==> src/rtl/qhb_pkg.sv <==
package qhb_pkg;
  localparam int CH_NUM = 4;
  localparam int CH_AW  = $clog2(CH_NUM);

  typedef struct packed {
    logic              rdPulse;
    logic              wrPulse;
    logic              oeClr;
    logic [CH_NUM-1:0] chanSel;
  } busStrobe_t;
endpackage

==> src/rtl/qhb_ctrl.sv <==
module qhb_ctrl
  import qhb_pkg::*;
#(
  parameter int SYNC_STAGES = 2
) (
  input  logic              clk,
  input  logic              rstAct,
  input  logic              modeIntel,
  input  logic [CH_NUM-1:0] csN,
  input  logic              csAllN,
  input  logic [CH_AW-1:0]  chanAddr,
  input  logic              rdN,
  input  logic              wrN,
  output busStrobe_t        strobe
);
  localparam int RAW_W = CH_NUM + 3;

  logic [RAW_W-1:0] rawBus;
  logic [RAW_W-1:0] syncQ [SYNC_STAGES];
  logic [RAW_W-1:0] syncBus;

  assign rawBus = {csAllN, csN, rdN, wrN};

  // Two-flop (or deeper) synchronizer; idle level is all ones.
  always_ff @(posedge clk or posedge rstAct) begin
    if (rstAct) begin
      for (int k = 0; k < SYNC_STAGES; k++) syncQ[k] <= '1;
    end else begin
      syncQ[0] <= rawBus;
      for (int k = 1; k < SYNC_STAGES; k++) syncQ[k] <= syncQ[k-1];
    end
  end

  assign syncBus = syncQ[SYNC_STAGES-1];

  logic              wrS, rdS, csAllS;
  logic [CH_NUM-1:0] csS;
  logic [CH_NUM-1:0] selOneHot;
  logic              anySel, rdAct, wrAct;
  logic              rdPrev, wrPrev;

  assign {csAllS, csS, rdS, wrS} = syncBus;

  always_comb begin
    if (modeIntel) selOneHot = ~csS;
    else           selOneHot = csAllS ? '0 : (CH_NUM'(1) << chanAddr);
  end

  assign anySel = |selOneHot;
  // Intel: separate strobes. Motorola: wrN is R/W (1 = read), rdN unused.
  assign rdAct  = anySel & (modeIntel ? ~rdS : wrS);
  assign wrAct  = anySel & ~wrS;

  always_ff @(posedge clk or posedge rstAct) begin
    if (rstAct) begin
      rdPrev <= 1'b0;
      wrPrev <= 1'b0;
    end else begin
      rdPrev <= rdAct;
      wrPrev <= wrAct;
    end
  end

  assign strobe.rdPulse = rdAct & ~rdPrev;
  assign strobe.wrPulse = wrAct & ~wrPrev;
  assign strobe.oeClr   = ~rdAct;
  assign strobe.chanSel = selOneHot;
endmodule

==> src/rtl/qhb_datapath.sv <==
module qhb_datapath
  import qhb_pkg::*;
#(
  parameter int DATA_W = 8,
  parameter int REG_AW = 3
) (
  input  logic                     clk,
  input  logic                     rstAct,
  input  logic                     modeIntel,
  input  busStrobe_t               strobe,
  input  logic [REG_AW-1:0]        regSel,
  input  logic [DATA_W-1:0]        busDataIn,
  input  logic [CH_NUM*DATA_W-1:0] chanRdData,
  input  logic [CH_NUM-1:0]        chanIrq,
  input  logic [CH_NUM-1:0]        chanOutEn,
  input  logic                     intSel,
  output logic [REG_AW-1:0]        regAddr,
  output logic [DATA_W-1:0]        regWrData,
  output logic [CH_NUM-1:0]        regWrEn,
  output logic [CH_NUM-1:0]        regRdEn,
  output logic [DATA_W-1:0]        busDataOut,
  output logic                     busDataOe,
  output logic [CH_NUM-1:0]        intOut,
  output logic [CH_NUM-1:0]        intOe,
  output logic                     irqN
);
  logic [DATA_W-1:0] rdMux;

  always_comb begin
    rdMux = '0;
    for (int i = 0; i < CH_NUM; i++)
      if (regRdEn[i]) rdMux = rdMux | chanRdData[i*DATA_W +: DATA_W];
  end

  always_ff @(posedge clk or posedge rstAct) begin
    if (rstAct) begin
      regAddr    <= '0;
      regWrData  <= '0;
      regWrEn    <= '0;
      regRdEn    <= '0;
      busDataOut <= '0;
      busDataOe  <= 1'b0;
    end else begin
      regWrEn <= strobe.wrPulse ? strobe.chanSel : '0;
      regRdEn <= strobe.rdPulse ? strobe.chanSel : '0;
      if (strobe.wrPulse || strobe.rdPulse) regAddr <= regSel;
      if (strobe.wrPulse) regWrData <= busDataIn;
      if (strobe.oeClr) begin
        busDataOe  <= 1'b0;
        busDataOut <= '0;
      end else if (|regRdEn) begin
        busDataOe  <= 1'b1;
        busDataOut <= rdMux;
      end
    end
  end

  // Interrupt output shaping per bus convention.
  generate
    for (genvar g = 0; g < CH_NUM; g++) begin : g_int
      assign intOut[g] = modeIntel & chanIrq[g];
      assign intOe[g]  = modeIntel & (intSel | chanOutEn[g]);
    end
  endgenerate

  assign irqN = modeIntel | ~(|chanIrq);
endmodule

==> src/rtl/quad_host_bus_if.sv <==
module quad_host_bus_if
  import qhb_pkg::*;
#(
  parameter int DATA_W      = 8,
  parameter int REG_AW      = 3,
  parameter int SYNC_STAGES = 2
) (
  input  logic                     clk,
  input  logic                     rstPin,
  input  logic                     modeIntel,
  input  logic [CH_NUM-1:0]        csN,
  input  logic                     csAllN,
  input  logic [REG_AW+CH_AW-1:0]  addr,
  input  logic                     rdN,
  input  logic                     wrN,
  input  logic [DATA_W-1:0]        busDataIn,
  output logic [DATA_W-1:0]        busDataOut,
  output logic                     busDataOe,
  output logic                     chanRst,
  output logic [REG_AW-1:0]        regAddr,
  output logic [DATA_W-1:0]        regWrData,
  output logic [CH_NUM-1:0]        regWrEn,
  output logic [CH_NUM-1:0]        regRdEn,
  input  logic [CH_NUM*DATA_W-1:0] chanRdData,
  input  logic [CH_NUM-1:0]        chanIrq,
  input  logic [CH_NUM-1:0]        chanOutEn,
  input  logic                     intSel,
  output logic [CH_NUM-1:0]        intOut,
  output logic [CH_NUM-1:0]        intOe,
  output logic                     irqN
);
  logic       rstAct;
  busStrobe_t strobe;

  assign rstAct  = modeIntel ? rstPin : ~rstPin;
  assign chanRst = rstAct;

  qhb_ctrl #(.SYNC_STAGES(SYNC_STAGES)) u_ctrl (
    .clk      (clk),
    .rstAct   (rstAct),
    .modeIntel(modeIntel),
    .csN      (csN),
    .csAllN   (csAllN),
    .chanAddr (addr[REG_AW +: CH_AW]),
    .rdN      (rdN),
    .wrN      (wrN),
    .strobe   (strobe)
  );

  qhb_datapath #(.DATA_W(DATA_W), .REG_AW(REG_AW)) u_dp (
    .clk       (clk),
    .rstAct    (rstAct),
    .modeIntel (modeIntel),
    .strobe    (strobe),
    .regSel    (addr[REG_AW-1:0]),
    .busDataIn (busDataIn),
    .chanRdData(chanRdData),
    .chanIrq   (chanIrq),
    .chanOutEn (chanOutEn),
    .intSel    (intSel),
    .regAddr   (regAddr),
    .regWrData (regWrData),
    .regWrEn   (regWrEn),
    .regRdEn   (regRdEn),
    .busDataOut(busDataOut),
    .busDataOe (busDataOe),
    .intOut    (intOut),
    .intOe     (intOe),
    .irqN      (irqN)
  );
endmodule

==> config.mk <==
export PLATFORM = sky130hd
export DESIGN_NAME = quad_host_bus_if
export DESIGN_NICKNAME = d
export VERILOG_FILES = /design/src/rtl/qhb_pkg.sv /design/src/rtl/qhb_ctrl.sv /design/src/rtl/qhb_datapath.sv /design/src/rtl/quad_host_bus_if.sv
export SDC_FILE = /design/constraint.sdc
export NUM_CORES = 1
export LEC_CHECK = 0
export BUFFER_PORTS_ARGS = -buffer_cell sky130_fd_sc_hd__buf_4
export CAP_MARGIN = 25
export CORE_MARGIN = 2
export CORE_UTILIZATION = 35
export CTS_CLUSTER_DIAMETER = 200
export DETAILED_ROUTE_END_ITERATION = 7
export PLACE_DENSITY = 0.66
export SLEW_MARGIN = 0
export SYNTH_ARGS = -nofsm -noshare
export SYNTH_HDL_FRONTEND = slang
export SYNTH_SLANG_ARGS = --single-unit
==> constraint.sdc <==
create_clock -name clk -period 10.3 [get_ports clk]
set_input_delay 1.03 -clock clk [delete_from_list [all_inputs] [get_ports clk]]
set_output_delay 1.03 -clock clk [all_outputs]
set_load 0.05 [all_outputs]
# After elaboration in Yosys (flattened, before gate mapping)

Cells that the tools add are included.

Input bits: 64
Bits in read-only memories: 0
Memories kept: 0
Flip-flop bits (word level): 44
Word-level logic and storage cells: 57
Bits in writable memories: 0
Latch bits: 0

Add/subtract/negate cells: 0
Multipliers: 0
Reductions and logical operators: 4
$lt $le $gt $ge: 0
Bitwise operators: 27
Equality and inequality tests: 1
Divide/modulo/power cells: 0
Muxes and demuxes: 14
Shifts and indexed selects: 1

Operators with widths:

| cell                                                               | number |
|---|---|
| 8-bit two-way mux                                                  | 6 |
| 8-bit bitwise OR                                                   | 3 |
| 4-bit two-way mux                                                  | 4 |
| 1-bit AND                                                          | 12 |
| 4-bit OR reduction                                                 | 3 |
| 1-bit NOT                                                          | 6 |
| 1-bit bitwise OR                                                   | 5 |
| 1-bit two-way mux                                                  | 4 |
| 4-bit NOT                                                          | 1 |
| 1-bit by 2-bit << shifter with 4-bit output (first input constant) | 1 |
| 2-bit by 1-bit != test with 1-bit output (second input constant)   | 1 |
| 1-bit logical OR                                                   | 1 |

# Depth between registers and ports, before layout

Gate-level depths: netlist (run 1).

Depth in word-level cells: 9
Mapped depth: 5
Gate-level depth less buffers: 4

# By module

From an unflattened synthesis (run 1), not the netlist that was laid out.

Cell total of the unflattened synthesis: 134
Area total of the unflattened synthesis: 1,828.0 µm²

By module, submodules not included:

| module           | area an instance (µm²) | cells an instance | times used |
|---|---|---|---|
| qhb_datapath     | 1,257.5                | 98                | 1 |
| qhb_ctrl         | 561.8                  | 35                | 1 |
| quad_host_bus_if | 8.8                    | 1                 | 1 |

# Least setup slack after synthesis (run 1)

No wires, ideal clock.

Path type: in2out
Start: in modeIntel
End: out chanRst
Slack: 4.938 ns
Cell stages on the path: 3
Arrival time: 4.332 ns
Cell sequence: buf_2 > xor2_1 > inv_1

Word-level cells in the longest chain between the ends: 1

RTL lines:

| what              | RTL line               | RTL |
|---|---|---|
| start, declared   | quad_host_bus_if.sv:10 | `input logic modeIntel,` |
| 1-bit two-way mux | quad_host_bus_if.sv:35 | `assign rstAct = modeIntel ? rstPin : ~rstPin;` |
| end, declared     | quad_host_bus_if.sv:19 | `output logic chanRst,` |

No other way between the ends.

# Worst setup path in the final report (run 1)

Same ends and word-level chain as after synthesis.

==> results of run 1 <==
==> cells in the mapped netlist <==
cell type | count | share of area [%]
or2_2 | 2 | 0.71
dfstp_2 | 14 | 21
nor4bb_1 | 1 | 0.57
a21oi_4 | 1 | 0.92
a31oi_1 | 10 | 3.5
nor3_1 | 4 | 1.1
and2_1 | 4 | 1.4
nand2_1 | 8 | 1.7
buf_2 | 5 | 1.4
nor2_1 | 18 | 3.8
o41ai_1 | 1 | 0.50
buf_1 | 2 | 0.42
nor2_4 | 1 | 0.64
a22oi_1 | 16 | 6.8
mux2_1 | 3 | 1.9
dfrtp_1 | 30 | 42
a21oi_1 | 2 | 0.57
inv_1 | 6 | 1.3
nand4_2 | 1 | 0.71
mux2_2 | 8 | 5.1
nor4_4 | 1 | 1.2
a32oi_1 | 1 | 0.50
o22ai_2 | 1 | 0.71
xor2_1 | 1 | 0.50
a2bb2oi_1 | 1 | 0.50
clkinv_1 | 1 | 0.21
==> critical path: stages <==
cell and delay, ps:
buf_4 170, xor2_4 150, buf_4 460, inv_1 80, buf_4 200
==> worst paths after layout <==
check	from	to	slack (ps)	depth (start not counted)
min in group asynchronous	rstPin	u_dp.regWrEn[2]	980	3
worst min-delay path	u_ctrl.syncQ[7]	u_ctrl.syncBus[0]	360	0
worst max register to register	u_ctrl.syncBus[2]	u_dp.regAddr[0]	8000	4
worst max-delay path	modeIntel	chanRst	7150	5
max in group asynchronous	modeIntel	u_ctrl.syncQ[11]	8840	3
worst min register to register	u_ctrl.syncQ[7]	u_ctrl.syncBus[0]	360	0
==> per-stage QoR <==
stage                     total power [uW]  util (%)  setup slack [ps]
after detailed placement               331      54.4              7120
after global placement                 330      54.4              7110
after global routing                   447      56.1              7030
final                                  424      56.1              7150
after CTS                              430      56.1              7110
after floorplan                        279         -              4940
==> state kept, by name, summed over array words and instances (netlist names) <==
signal	flops
u_ctrl.rdPrev	1
u_ctrl.syncBus	7
u_ctrl.syncQ	7
u_ctrl.wrPrev	1
u_dp.busDataOe	1
u_dp.busDataOut	8
u_dp.regAddr	3
u_dp.regRdEn	4
u_dp.regWrData	8
u_dp.regWrEn	4
==> cell families after synthesis <==
| family | count (synthesis) | synth area share, % |
|---|---|---|
| DFF | 44 | 63.3 |
| xor gates and xnor gates | 1 | 0.495 |
| muxes | 11 | 7.01 |
| AOI/OAI and AO/OA | 33 | 14.0 |
| and+or+nand+nor | 40 | 11.9 |
| buffers and inverters | 14 | 3.33 |
==> area by class of cell <==
cell class                 instances  area (um^2)  share of cell area, %
timing repair buffer             102          766                   28.5
inverter                           7         26.3                  0.979
multi-input combinational         85          609                   22.7
sequential                        44         1120                   41.7
clock buffer                       8         80.1                   2.98
tap                               67         83.8                   3.12
==> layer usage <==
| layer | vias up | part of all wire, % | GRT usage (%) |
|---|---|---|---|
| met3 | 3 | 12 | 4.15 |
| li1 | 710 | - | - |
| met2 | 71 | 46 | 24.5 |
| met5 | - | 0 | 0 |
| met4 | 0 | 0.59 | 3.57 |
| met1 | 679 | 41 | 18.8 |
==> where the power goes <==
part / total, uW / leakage, uW / switching (uW) / internal [uW]
Sequential: 199 / 0.000534 / 9.24 / 190
Clock: 97.8 / 0.0000395 / 49.6 / 48.1
Combinational: 127 / 0.000696 / 79.8 / 47.3
==> results.txt, run 1 <==
Data required, critical path - 9270 ps
Worst hold slack - 356 ps
Status - finished, final reports clean
Core area - 4790 um^2
Crit end category - output pin
Net Count, Synth - 207
Residual DRC - 0
Wire per inst - 13.0 um
Hpwl dp - 3.18 mm
Die ar. - 5640 um^2
Fraction of layout cells with a size suffix above 1 - 55.7%
Via count - 1,463
Clock skew - 4.84 ps
Distinct cells, synth - 26
Pin count of the biggest net entering global routing - 46
YS warnings - 0
First-pass GRT wire length - 6.33 mm
Tcrit/Tclk final - 30.6%
Resized Gates After CTS - 0
GRT Total Usage - 14.6%
Via density - 4.67
Antenna violations before repair - 0
Worst slew pin tran - 1170 ps
Post-Syn Instances - 143
Max Clock Freq - 317 MHz
Final Cell Area - 2680 um^2
Die height - 75.1 um
Top Ports - 102
Hold_buf cts - 0
Crit Path Max Fanout - 45
Sequential fraction of the synthesis area - 63.3%
GR Overflow Total - 0
Synth Cell Area - 1770 um^2
Non-filler cells in the finished layout - 313
Peak VDD IR - 137 uV
Initial Utilization - 36.9%
Core Rows - 25
Type of the worst setup path - input pin to output pin
TritonCTS buffer count - 5
Min Tclk post-route - 3150 ps
Rel. slew slack - 21.9%
Pre-antenna DRT Iters - 4
Final Net Count - 309
Setup TNS - 0 ps
Unrepaired setup endpoints after global routing - no
Fillcell total - 441
CTS H-Tree Depth - 2
# diodes - 0
Placed Instances - 305
CTS sink cnt - 44
Max-cap viol count - 0
Initial DRC Count - 43
Commonest non-fill, non-tap cell in the layout - buf_4
Max clock buf depth - 2
Clk_lat worst skew - 280 ps
Power per cell area - 158 nW/um^2
Worst hold path class - flop to flop
Clock-pin slew on the worst setup and hold paths - 70 ps
GP Congestion - 0.789
CTS tree - done
Pleak - 0.00127 uW
Die Wd - 75.1 um
Setup Buffers After CTS - 0
Fin. max-slew vios - 0
DP Area - 2600 um^2
Commonest cells after routing, fill and taps aside - buf_4, dfrtp_1, nor2_1, a22oi_1, dfstp_2
Final WL - 4.07 mm
Final hold viol count - 0
Area Growth Syn to Fin - 51.8%
Vias in the first global route - 1,402
Synth Register Bits - 44
Setup violators final - 0
CTS root buffer - clkbuf_8
Syn avg cell area - 12.4 um^2
IO Port Bufs - 101
Worst EP arrival - 2120 ps
CP startpoint kind - input pin
Post-DRT Antenna Nets - 0
No activity file was read; power rests on OpenSTA's default activity.
==> inputs of run 2 (changes only) <==
Clock period 10.3 ns to 3 ns, I/O delays scaled along.
==> run 2 against run 1 <==
Against the previous run:
- via count increased by 1.5%
- register-to-register slack lost 6700 ps
- final area grew 1.2%
- sequential power rose to 3.4 times the previous value
- clock power increased to 4.2 times the previous value
- global-route usage up 0.77 points
- non-clock buffer count increased by 1
- first-iteration DRC count increased by 93%
- worst hold slack got worse by 240 ps
- die area is the same
- critical path depth did not move
- largest power group unchanged
==> results.txt, run 2 (synthesis gave the netlist of run 1 again) <==
Pre-antenna DRT Iters - 4
Die Wd - 75.1 um
Core Rows - 25
CP startpoint kind - flop
Setup Buffers After CTS - 0
Pin count of the biggest net entering global routing - 45
Initial Utilization - 36.9%
Final Net Count - 310
Fraction of layout cells with a size suffix above 1 - 57.1%
Core area - 4790 um^2
Min Tclk post-route - 1690 ps
Data required, critical path - 3180 ps
Wire per inst - 13.4 um
Via count - 1,485
Hpwl dp - 3.26 mm
Endpoint, Worst Hold - u_ctrl.syncQ[12]
Resized Gates After CTS - 0
Setup ws final - 1310 ps
GP Congestion - 0.744
Fillcell total - 417
Area Growth Syn to Fin - 53.6%
Worst R2R End - u_dp.regAddr[1]
Clock-pin slew on the worst setup and hold paths - 80 ps
First-pass GRT wire length - 6.52 mm
CTS H-Tree Depth - 2
Clock skew - 4.22 ps
Power per cell area - 563 nW/um^2
Final Cell Area - 2720 um^2
Setup TNS - 0 ps
Via density - 4.73
GRT Total Usage - 15.4%
Register area - 1120 um^2
Peak VDD IR - 429 uV
Worst slack, placed - 1310 ps
Vias in the first global route - 1,443
Worst r2r src - u_ctrl.syncBus[5]
Residual DRC - 0
Crit end category - flop
Fin. max-slew vios - 0
Hold_buf cts - 0
Status - finished, final reports clean
Worst slew pin tran - 524 ps
# diodes - 0
Placed Instances - 306
Commonest non-fill, non-tap cell in the layout - buf_4
Post-DRT Antenna Nets - 0
Top Ports - 102
GR Layer Usage met2 - 25.7%
Rel. slew slack - 65.0%
Crit Path Max Fanout - 12
Max Clock Freq - 592 MHz
CTS sink cnt - 44
Setup violators final - 0
Clk_lat worst skew - 290 ps
M1 GR Usage - 19.2%
CTS root buffer - clkbuf_8
Final WL - 4.20 mm
GR peak layer - met2
Met3 GRT Util - 5.89%
Commonest cells after routing, fill and taps aside - buf_4, dfrtp_1, nor2_1, a22oi_1, dfstp_2
Pleak - 0.00129 uW
Unrepaired setup endpoints after global routing - no
Hold wc startpoint - csN[3]
Worst hold path class - input pin to flop
Tcrit/Tclk final - 56.3%
GR Overflow Total - 0
Top Registers - u_dp.busDataOut: 8 flops, u_dp.regWrData: 8 flops
Die height - 75.1 um
Type of the worst setup path - flop to flop
CTS tree - done
Max clock buf depth - 2
Multi-input logic area - 609 um^2
Final hold viol count - 0
Max-cap viol count - 0
IO Port Bufs - 101
DP Area - 2610 um^2
Non-filler cells in the finished layout - 314
R2R depth - 5
Hold path cells - 1
Initial DRC Count - 83
TritonCTS buffer count - 5
Die ar. - 5640 um^2
R2R setup slack - 1310 ps
Worst EP arrival - 1870 ps
Antenna violations before repair - 0
## run 2: layout make-up
| cell class | count | share of cell area [%] |
|---|---|---|
| multi-input cells | 85 | 22.4 |
| inverters | 7 | 0.967 |
| flip-flops and latches | 44 | 41.2 |
| repair buffers | 103 | 28.5 |
| clock buffers | 6 | 3.45 |
| clock inverters | 2 | 0.415 |
| well taps | 67 | 3.09 |
## run 2: per-layer routing
layer | routed length (um) | part of all wire, %
met4 | 27 | 0.64
met5 | 0 | 0
met1 | 1700 | 40
met2 | 1960 | 47
met3 | 513 | 12
## run 2: per-stage QoR
step	hold WS [ps]	total power, uW	utilization, %
after floorplan	304	959	-
after global placement	346	1140	54.6
after detailed placement	347	1140	54.6
after CTS	103	1550	56.8
after global routing	89.9	1600	56.8
final	112	1530	56.8
## run 2: power breakdown
group          internal (uW)  switching (uW)  total, uW
clock network            213             192        406
registers                651            33.1        685
logic                    164             275        439
total                   1030             501       1530
## run 2: critical path: stages, from the launching register on
cell and delay, ps:
dfstp_2 550, nand4_2 150, a32oi_1 220, buf_4 220, o22ai_2 120, mux2_1 330
## run 2: worst max-delay path by stage
stage,depth (start not counted),to,slack (ps),startpoint
4_1_cts,5,u_dp.regAddr[1],1300,u_ctrl.syncBus[2]
2_1_floorplan,3,chanRst,210,modeIntel
5_1_grt,5,u_dp.regAddr[1],1220,u_ctrl.syncBus[2]
3_5_place_dp,5,u_dp.regAddr[1],1310,u_ctrl.syncBus[2]
3_3_place_gp,5,u_dp.regAddr[2],1330,u_ctrl.syncBus[2]
6_report,5,u_dp.regAddr[1],1310,u_ctrl.syncBus[5]
==> inputs of run 3 (changes only) <==
Settings changed: PLACE_DENSITY 0.66 to 0.69.
Clock period 3 ns to 1.37 ns, I/O delays scaled along.
==> run 3 against run 2 <==
Against the previous run:
- the flow now finishes with violations (negative setup slack)
- sequential power is 120% higher
- sequential share of layout area is 2.6 points lower
- core utilization is 4.1 points higher
- wire length is 4.7% higher
- critical path type unchanged
==> results.txt, run 3 (synthesis gave the netlist of run 1 again) <==
Status - complete, but fails checks
Failing checks - negative setup slack
R2R setup slack - -200 ps
Final WL - 4.40 mm
Wire per inst - 13.2 um
Antenna violations before repair - 0
First-pass GRT wire length - 6.73 mm
Worst EP arrival - 1740 ps
Commonest non-fill, non-tap cell in the layout - buf_4
Pleak - 0.00137 uW
Post-DRT Antenna Nets - 0
CTS H-Tree Depth - 2
Worst hold path class - input pin to asynchronous set/reset pin
Final Net Count - 329
IO Port Bufs - 101
R2R depth - 4
Worst setup path startpoint - u_ctrl.syncBus[3]
Top Registers - u_dp.busDataOut: 8 flops, u_dp.regWrData: 8 flops
Commonest cells after routing, fill and taps aside - buf_4, dfrtp_1, nor2_1, a22oi_1, dfstp_2
Clock skew - 5.76 ps
GR Overflow Total - 0
Hpwl dp - 3.40 mm
Type of the worst setup path - flop to flop
Residual DRC - 0
Setup violators final - 28
TritonCTS buffer count - 5
Multi-input logic area - 644 um^2
Via count - 1,543
Fraction of layout cells with a size suffix above 1 - 59.4%
Tcrit/Tclk final - 115%
Peak VDD IR - 919 uV
Vias in the first global route - 1,534
Die height - 75.1 um
Tot Pwr - 3330 uW
Worst slew pin tran - 310 ps
GRT Total Usage - 15.8%
Data required, critical path - 1540 ps
Initial Utilization - 36.9%
Crit Path Max Fanout - 3
CTS sink cnt - 44
Die ar. - 5640 um^2
Unrepaired setup endpoints after global routing - yes
Min Tclk post-route - 1570 ps
Worst slack, placed - -192 ps
Clk_lat worst skew - 290 ps
CTS tree - done
Core Rows - 25
Top Ports - 102
Rel. slew slack - 79.4%
CP startpoint kind - flop
Worst r2r src - u_ctrl.syncBus[3]
Setup ws final - -201 ps
Final Cell Area - 2910 um^2
Fin. max-slew vios - 0
Worst R2R End - u_dp.regAddr[0]
Max-cap viol count - 0
DP Area - 2690 um^2
# diodes - 0
Core area - 4790 um^2
Clock-pin slew on the worst setup and hold paths - 70 ps
Utilization after layout - 60.9%
Initial DRC Count - 108
Max Clock Freq - 637 MHz
CTS root buffer - clkbuf_8
Register area - 1120 um^2
Die Wd - 75.1 um
Fillcell total - 396
Crit end category - flop
Pin count of the biggest net entering global routing - 27
Max clock buf depth - 2
Via density - 4.63
Power per cell area - 1140 nW/um^2
GP Congestion - 0.802
Area Growth Syn to Fin - 64.8%
Pre-antenna DRT Iters - 5
Final hold viol count - 0
-- run 3: final cells by class --
class	instances	area share [%]
timing repair buffer	122	32.4
tap	67	2.88
sequential	44	38.6
inverter	7	0.902
multi-input combinational	85	22.1
clock buffer	8	3.09
-- run 3: worst max path at each step --
stage | depth (start not counted) | endpoint | slack (ps)
6_report | 4 | u_dp.regAddr[0] | -200
3_3_place_gp | 6 | u_dp.regWrData[3] | -170
3_5_place_dp | 6 | u_dp.regWrData[1] | -190
2_1_floorplan | 3 | chanRst | -480
5_1_grt | 4 | u_dp.regAddr[0] | -280
4_1_cts | 5 | u_dp.regAddr[2] | -180
-- run 3: power breakdown --
| group | internal [uW] | total (uW) | switching, uW |
|---|---|---|---|
| clock | 411 | 788 | 378 |
| sequential | 1430 | 1500 | 72.8 |
| combinational | 415 | 1040 | 622 |
| total | 2250 | 3330 | 1070 |
-- run 3: timing repair --
action | CTS | global route
endpoints found under the hold margin | 7 | 0
setup endpoints to repair | 24 | 29
gates resized for setup | 1 | 6
buffers inserted | 1 | 2
hold buffers | 7 | 0
pin swaps | 0 | 3
-- run 3: metrics by stage --
step | setup TNS, ps | hold WS [ps] | cells
after detailed placement | -2500 | 246 | 315
after CTS | -2720 | 57.5 | 331
final | -3280 | 48.8 | 333
after floorplan | -1330 | 141 | 143
after global placement | -2150 | 246 | 315
after global routing | -5290 | 56.9 | 333
-- run 3: critical path, stage by stage (launching register included) --
cell and delay, ps:
dfstp_2 560, nand4_4 110, a32oi_2 340, o22ai_4 130
mux2_1 320
-- run 3: per-layer routing --
metal  GRT usage [%]  vias up  routed length, um
met1            16.6      715               1570
met3            5.62        2                528
met4            4.37        0                 12
li1                -      748                  -
met2            29.4       78               2280
met5               0        -                  0
